## src/rtl/cfp_pkg.sv

```systemverilog
package cfp_pkg;
    localparam int BYTE_W   = 8;
    localparam int OPND_MAX = 9;
    localparam int RESP_MAX = 5;
    localparam int CNT_W    = $clog2(OPND_MAX + 1);
    localparam int RLEN_W   = $clog2(RESP_MAX + 1);

    typedef logic [BYTE_W-1:0] byte_t;

    localparam byte_t OP_POOL   = 8'h01;
    localparam byte_t OP_ROUTE  = 8'h02;
    localparam byte_t OP_STIM   = 8'h03;
    localparam byte_t OP_RUN    = 8'h04;
    localparam byte_t OP_STAT   = 8'h05;
    localparam byte_t OP_LCFG   = 8'h06;
    localparam byte_t OP_NEUR   = 8'h07;
    localparam byte_t OP_INDEX  = 8'h08;
    localparam byte_t OP_REWARD = 8'h09;
    localparam byte_t OP_DELAY  = 8'h0A;
    localparam byte_t OP_LPROG  = 8'h0C;
    localparam byte_t OP_GROUTE = 8'h10;

    localparam byte_t RESP_ACK  = 8'hAA;
    localparam byte_t RESP_DONE = 8'hDD;

    typedef enum logic [2:0] {
        S_IDLE,
        S_COLLECT,
        S_EXEC,
        S_RUNWAIT,
        S_RESP
    } state_e;

    typedef struct packed {
        byte_t       core;
        logic [15:0] index;
        byte_t       sel;
        logic [15:0] src;
        byte_t       dcore;
        logic [15:0] dst;
        logic [31:0] data;
    } fields_t;
endpackage

```

## src/rtl/cfp_oplen.sv

```systemverilog
module cfp_oplen
    import cfp_pkg::*;
(
    input  byte_t            op,
    output logic             known,
    output logic [CNT_W-1:0] nopnd
);
    always_comb begin
        known = 1'b1;
        case (op)
            OP_POOL:   nopnd = CNT_W'(8);
            OP_ROUTE:  nopnd = CNT_W'(9);
            OP_STIM:   nopnd = CNT_W'(5);
            OP_RUN:    nopnd = CNT_W'(2);
            OP_STAT:   nopnd = CNT_W'(0);
            OP_LCFG:   nopnd = CNT_W'(1);
            OP_NEUR:   nopnd = CNT_W'(6);
            OP_INDEX:  nopnd = CNT_W'(7);
            OP_REWARD: nopnd = CNT_W'(2);
            OP_DELAY:  nopnd = CNT_W'(4);
            OP_LPROG:  nopnd = CNT_W'(6);
            OP_GROUTE: nopnd = CNT_W'(9);
            default: begin
                known = 1'b0;
                nopnd = '0;
            end
        endcase
    end
endmodule

```

## src/rtl/cfp_field_decode.sv

```systemverilog
module cfp_field_decode
    import cfp_pkg::*;
(
    input  byte_t                  op,
    input  byte_t [OPND_MAX-1:0]   opnd,
    output fields_t                f
);
    always_comb begin
        f = '0;
        case (op)
            OP_POOL: begin
                f.core  = opnd[0];
                f.index = {opnd[1], opnd[2]};
                f.sel   = {6'b0, opnd[3][7:6]};
                f.src   = {6'b0, opnd[3][5:4], opnd[4]};
                f.dst   = {6'b0, opnd[3][3:2], opnd[5]};
                f.data  = {16'b0, opnd[6], opnd[7]};
            end
            OP_ROUTE, OP_GROUTE: begin
                f.core  = opnd[0];
                f.src   = {opnd[1], opnd[2]};
                f.sel   = opnd[3];
                f.dcore = opnd[4];
                f.dst   = {opnd[5], opnd[6]};
                f.data  = {16'b0, opnd[7], opnd[8]};
            end
            OP_STIM: begin
                f.core  = opnd[0];
                f.index = {opnd[1], opnd[2]};
                f.data  = {16'b0, opnd[3], opnd[4]};
            end
            OP_NEUR: begin
                f.core  = opnd[0];
                f.index = {opnd[1], opnd[2]};
                f.sel   = opnd[3];
                f.data  = {16'b0, opnd[4], opnd[5]};
            end
            OP_INDEX: begin
                f.core  = opnd[0];
                f.index = {opnd[1], opnd[2]};
                f.dst   = {opnd[3], opnd[4]};
                f.sel   = {6'b0, opnd[5][7:6]};
                f.data  = {18'b0, opnd[5][5:0], opnd[6]};
            end
            OP_REWARD: f.data = {16'b0, opnd[0], opnd[1]};
            OP_LCFG:   f.sel  = {2'b0, opnd[0][5:0]};
            OP_DELAY: begin
                f.core  = opnd[0];
                f.index = {opnd[1], opnd[2]};
                f.sel   = {2'b0, opnd[3][5:0]};
            end
            OP_LPROG: begin
                f.core  = opnd[0];
                f.sel   = {2'b0, opnd[1][5:0]};
                f.data  = {opnd[2], opnd[3], opnd[4], opnd[5]};
            end
            default: f = '0;
        endcase
    end
endmodule

```

## src/rtl/cfp_resp_shift.sv

```systemverilog
module cfp_resp_shift
    import cfp_pkg::*;
(
    input  logic                 clk,
    input  logic                 rst_n,
    input  logic                 load,
    input  byte_t [RESP_MAX-1:0] load_bytes,
    input  logic [RLEN_W-1:0]    load_len,
    input  logic                 out_ready,
    output logic                 out_valid,
    output byte_t                out_data,
    output logic                 last_take
);
    byte_t [RESP_MAX-1:0] sh_q;
    logic  [RLEN_W-1:0]   left_q;

    assign out_valid = (left_q != '0);
    assign out_data  = sh_q[0];
    assign last_take = out_valid && out_ready && (left_q == RLEN_W'(1));

    always_ff @(posedge clk) begin
        if (!rst_n) begin
            sh_q   <= '0;
            left_q <= '0;
        end else if (load) begin
            sh_q   <= load_bytes;
            left_q <= load_len;
        end else if (out_valid && out_ready) begin
            for (int i = 0; i < RESP_MAX - 1; i++) begin
                sh_q[i] <= sh_q[i+1];
            end
            sh_q[RESP_MAX-1] <= '0;
            left_q <= left_q - RLEN_W'(1);
        end
    end
endmodule

```

## src/rtl/cmd_frame_parser.sv

```systemverilog
module cmd_frame_parser
    import cfp_pkg::*;
(
    input  logic        clk,
    input  logic        rst_n,
    input  logic        in_valid,
    input  logic [7:0]  in_data,
    output logic        in_ready,
    output logic        out_valid,
    output logic [7:0]  out_data,
    input  logic        out_ready,
    output logic        cfg_we,
    output logic [7:0]  cfg_op,
    output logic [7:0]  cfg_core,
    output logic [15:0] cfg_index,
    output logic [7:0]  cfg_sel,
    output logic [15:0] cfg_src,
    output logic [7:0]  cfg_dcore,
    output logic [15:0] cfg_dst,
    output logic [31:0] cfg_data,
    output logic        run_start,
    output logic [15:0] run_steps,
    input  logic        run_done,
    input  logic [31:0] run_spikes,
    input  logic        eng_busy,
    input  logic [31:0] eng_steps
);
    state_e               state_q, state_d;
    byte_t                op_q;
    logic [CNT_W-1:0]     need_q, cnt_q;
    byte_t [OPND_MAX-1:0] opnd_q;

    logic                 op_known;
    logic [CNT_W-1:0]     op_nopnd;
    logic                 accept;
    logic                 resp_load, last_take;
    byte_t [RESP_MAX-1:0] resp_bytes;
    logic [RLEN_W-1:0]    resp_len;
    fields_t              fld;

    cfp_oplen u_len (
        .op    (in_data),
        .known (op_known),
        .nopnd (op_nopnd)
    );

    cfp_field_decode u_dec (
        .op   (op_q),
        .opnd (opnd_q),
        .f    (fld)
    );

    cfp_resp_shift u_resp (
        .clk        (clk),
        .rst_n      (rst_n),
        .load       (resp_load),
        .load_bytes (resp_bytes),
        .load_len   (resp_len),
        .out_ready  (out_ready),
        .out_valid  (out_valid),
        .out_data   (out_data),
        .last_take  (last_take)
    );

    assign accept = in_valid && in_ready;

    always_ff @(posedge clk) begin
        if (!rst_n) state_q <= S_IDLE;
        else        state_q <= state_d;
    end

    always_comb begin
        state_d = state_q;
        unique case (state_q)
            S_IDLE:
                if (accept && op_known)
                    state_d = (op_nopnd == '0) ? S_EXEC : S_COLLECT;
            S_COLLECT:
                if (accept && (cnt_q == need_q - CNT_W'(1)))
                    state_d = S_EXEC;
            S_EXEC:
                state_d = (op_q == OP_RUN) ? S_RUNWAIT : S_RESP;
            S_RUNWAIT:
                if (run_done) state_d = S_RESP;
            S_RESP:
                if (last_take) state_d = S_IDLE;
            default:
                state_d = S_IDLE;
        endcase
    end

    always_comb begin
        in_ready   = (state_q == S_IDLE) || (state_q == S_COLLECT);
        cfg_we     = 1'b0;
        run_start  = 1'b0;
        resp_load  = 1'b0;
        resp_bytes = '0;
        resp_len   = '0;
        unique case (state_q)
            S_EXEC: begin
                if (op_q == OP_RUN) begin
                    run_start = 1'b1;
                end else if (op_q == OP_STAT) begin
                    resp_load  = 1'b1;
                    resp_len   = RLEN_W'(5);
                    resp_bytes[0] = {7'b0, eng_busy};
                    resp_bytes[1] = eng_steps[31:24];
                    resp_bytes[2] = eng_steps[23:16];
                    resp_bytes[3] = eng_steps[15:8];
                    resp_bytes[4] = eng_steps[7:0];
                end else begin
                    cfg_we     = 1'b1;
                    resp_load  = 1'b1;
                    resp_len   = RLEN_W'(1);
                    resp_bytes[0] = RESP_ACK;
                end
            end
            S_RUNWAIT: begin
                if (run_done) begin
                    resp_load  = 1'b1;
                    resp_len   = RLEN_W'(5);
                    resp_bytes[0] = RESP_DONE;
                    resp_bytes[1] = run_spikes[31:24];
                    resp_bytes[2] = run_spikes[23:16];
                    resp_bytes[3] = run_spikes[15:8];
                    resp_bytes[4] = run_spikes[7:0];
                end
            end
            default: ;
        endcase
    end

    always_ff @(posedge clk) begin
        if (!rst_n) begin
            op_q   <= '0;
            need_q <= '0;
            cnt_q  <= '0;
            opnd_q <= '0;
        end else if (accept) begin
            if (state_q == S_IDLE) begin
                op_q   <= in_data;
                need_q <= op_nopnd;
                cnt_q  <= '0;
                opnd_q <= '0;
            end else begin
                opnd_q[cnt_q] <= in_data;
                cnt_q         <= cnt_q + CNT_W'(1);
            end
        end
    end

    assign cfg_op    = op_q;
    assign cfg_core  = fld.core;
    assign cfg_index = fld.index;
    assign cfg_sel   = fld.sel;
    assign cfg_src   = fld.src;
    assign cfg_dcore = fld.dcore;
    assign cfg_dst   = fld.dst;
    assign cfg_data  = fld.data;
    assign run_steps = {opnd_q[0], opnd_q[1]};
endmodule

```

## config.mk

```make
export PLATFORM = sky130hd
export DESIGN_NAME = cmd_frame_parser
export DESIGN_NICKNAME = d
export VERILOG_FILES = /design/src/rtl/cfp_pkg.sv /design/src/rtl/cfp_oplen.sv /design/src/rtl/cfp_field_decode.sv /design/src/rtl/cfp_resp_shift.sv /design/src/rtl/cmd_frame_parser.sv
export SDC_FILE = /design/constraint.sdc
export NUM_CORES = 1
export LEC_CHECK = 0
export ABC_AREA = 1
export BUFFER_PORTS_ARGS = -buffer_cell sky130_fd_sc_hd__buf_2
export CAP_MARGIN = 5
export CORE_MARGIN = 10
export CORE_UTILIZATION = 30
export DETAILED_ROUTE_END_ITERATION = 12
export PLACE_DENSITY = 0.55
export SETUP_SLACK_MARGIN = 0.2
export SYNTH_ARGS = -nofsm -noshare
export SYNTH_HDL_FRONTEND = slang
export SYNTH_HIERARCHICAL = 1
export SYNTH_SLANG_ARGS = --single-unit
```

## constraint.sdc

```tcl
create_clock -name clk -period 2.9 [get_ports clk]
set_clock_uncertainty 0.2 [all_clocks]
set_input_delay 0.435 -clock clk [delete_from_list [all_inputs] [get_ports clk]]
set_output_delay 0.435 -clock clk [all_outputs]
set_load 0.005 [all_outputs]
```

==> run metrics <==
largest net degree at the start of global routing 57; synth warn 6; drt total wl 35.7 mm; CTS Buf Count 17; DR pass1 iterations 5; Ports 218; global-route wire length before repair 54.0 mm; Max FO, Critical Path 19; leakage 4.94 nW; most frequent cells in the layout 534 x nand2_1, 217 x buf_2, 136 x nor2_1; Clock Path Buffers 2; layout cells sized above 1 0.264; syn_area_per_cell 6.20 µm²; pre-CTS setup slack 0.287 ns; Crit path required time 2.27 ns; Critical-path top delay cell dfxtp_4; vias in the first global route 9576; clock network power share 0.255; post-DR vias/cell 4.94; Cell Int Power 0.00451 W; worst slew pin tran 0.632 ns; setup TNS 0 ns; total gr overflow 0; Synth async-reset ratio 0; Unique masters post-synth 40; Avg WL per Cell 17.6 µm; Final setup viols 0; Mapped Nets 1507; final-report hold violation count 0; fin crit period 2.65 ns; Area Growth Syn to Fin 27.6%; Synth Flop Type dfxtp_1; peak supply drop 0.000359 V; max_cap viols 0; fmax 378 MHz; via count 10.0k; Seq pwr share 0.260; post-route DRC violation count 0; crit end category primary output; num rows 62; Reg clk slew, reported paths 0.06 ns; initial antenna violation count 2; placed insts 1974; Starting Density 0.305; Layout Cells excl Fill 2030; I/O Buffers 217; First DRT Iteration DRCs 793; RSZ-0062 raised after global routing yes; commonest non-fill, non-tap cell in the layout nand2_1; CP arrival 2.01 ns; worst path cell trace nor2_4 -> nand2_4 -> buf_12 -> clkinv_8 -> nand2_2 -> buf_12 -> a21boi_1 -> nor2_2 -> nand2_1 -> buf_2; Final nets 1718; Die Y 191 µm; Clock Latency Late Sink 0.42 ns; Post-synth EDFFs 0; sequential area share after synthesis 0.305; Detail Placement HPWL 26.2 mm; slew margin rel. 0.577; CP Class reg -> out; Core ar. 28900 µm²; CTS tree done; max incr delay on CP 0.38 ns; Switch Pwr 0.00371 W; period utilisation layout 0.913; sw frac 0.451; Worst setup SP type flip-flop; CTS Sinks 134; post-synthesis register bit count 134; clk root buf clkbuf_16; Combinational Power Share 0.485; Slew Limit Fails 0; Mapped Area 8810 µm²; Chip Width 191 µm; most used cell, CP buf_12; Die ar. 36600 µm²; Fillers 3143; status complete, no violations; post-synthesis cell count 1421; Cell Pwr Density 731 nW/µm²; hold_buf cts 0; routability cong. 0.965; antenna-violating nets left 0; worst hold path type in -> reg; worst setup margin 0.254 ns; htree depth 4; Total GRT Usage 0.185
## metal layers
layer  GRT usage  share of wire  vias to the layer above
met1       0.232           0.44                     4609
met2       0.308           0.46                      430
li1            -              -                     4932
met4      0.0553          0.027                        2
met3      0.0415          0.082                       65
met5           0        0.00031                        -
## stage by stage
step	instance area, µm²	utilization	hold slack [ns]	total power [W]
CTS	11000	0.381	0.0648	0.00790
global route	11200	0.389	0.0753	0.00867
finish	11200	0.389	0.0849	0.00822
global placement	10200	0.352	0.249	0.00540
floorplan	8810	-	0.239	0.00444
detailed placement	10200	0.352	0.251	0.00541
## worst paths after layout
path | start | endpoint | slack, ns | cells after the start
worst min register to register | u_resp/out_data[1] | u_resp/out_data[1] | 0.26 | 2
worst min-delay path | in_data[7] | cfg_op[7] | 0.08 | 3
worst max-delay path | cfg_op[5] | cfg_data[0] | 0.25 | 10
worst max register to register | cfg_op[2] | u_resp/sh_q[13] | 0.49 | 13
## kinds of logic after synthesis
logic type / after synthesis / share of synthesized area
buffers and inverters: 215 / 0.118
AO/OA/AOI/OAI: 224 / 0.157
XOR/XNOR: 2 / 0.00199
flip-flops: 134 / 0.305
adder cells (fa/ha/maj): 8 / 0.0114
AND/OR/NAND/NOR: 837 / 0.406
other: 1 / 0.000426
## flip-flops by register name (all words and copies together), names as in the netlist
register         flops
cnt_q                4
run_steps           16
need_q               4
cfg_op               8
state_q              3
u_resp/out_data      8
opnd_q              56
u_resp/sh_q         32
u_resp/left_q        3
## area by class of cell
cell class | count | area, µm² | area share
Antenna cell | 1 | 2.50 | 0.000223
Multi-Input combinational cell | 1073 | 5250 | 0.467
Tap cell | 384 | 480 | 0.0428
Inverter | 127 | 492 | 0.0438
Sequential cell | 134 | 2700 | 0.240
Timing Repair Buffer | 279 | 1760 | 0.157
Clock buffer | 18 | 429 | 0.0382
Clock inverter | 14 | 129 | 0.0115
## timing repair
action | 4_1_cts | 5_1_grt
endpoints found under the setup margin | 88 | 66
resized for setup | 29 | 35
pin swaps | 8 | 9
buffers inserted | 12 | 7
cloned | 1 | 3
## power groups by stage
stage / Sequential [W] / Combinational [W] / Clock (W)
final: 0.00214 / 0.00399 / 0.00209
after global placement: 0.00216 / 0.00324 / 0
after floorplan: 0.00216 / 0.00229 / 0
after global routing: 0.00216 / 0.00430 / 0.00221
after detailed placement: 0.00217 / 0.00324 / 0
after CTS: 0.00213 / 0.00363 / 0.00214
## synthesized netlist by cell type (4+ instances only)
library cell	count	area share
nand3_1	62	0.035
nor2_4	11	0.014
inv_2	14	0.0060
nor2_2	21	0.015
ha_1	8	0.011
nor3_1	6	0.0034
buf_4	31	0.026
dfxtp_1	134	0.30
nand3b_1	5	0.0043
clkbuf_1	24	0.010
nand2_1	540	0.23
a32o_1	32	0.036
nor3_4	4	0.0074
a21oi_1	123	0.070
nand2_4	7	0.0090
nand4_1	4	0.0028
buf_2	20	0.011
nand2_2	24	0.017
o21ai_0	23	0.013
a21oi_2	10	0.0099
buf_6	11	0.014
o22ai_1	16	0.011
o211ai_1	10	0.0085
nor2_1	149	0.064
o21ai_1	4	0.0023
inv_1	111	0.047
## worst max-delay path: cells and delay by family (launching register included)
family	cells	cell delay, ns
and+or+nand+nor	5	0.55
DFF	1	0.38
buffers and inverters	4	0.55
AOI/OAI and AO/OA	1	0.09
Note: power is estimated with default switching activity, not from simulation.
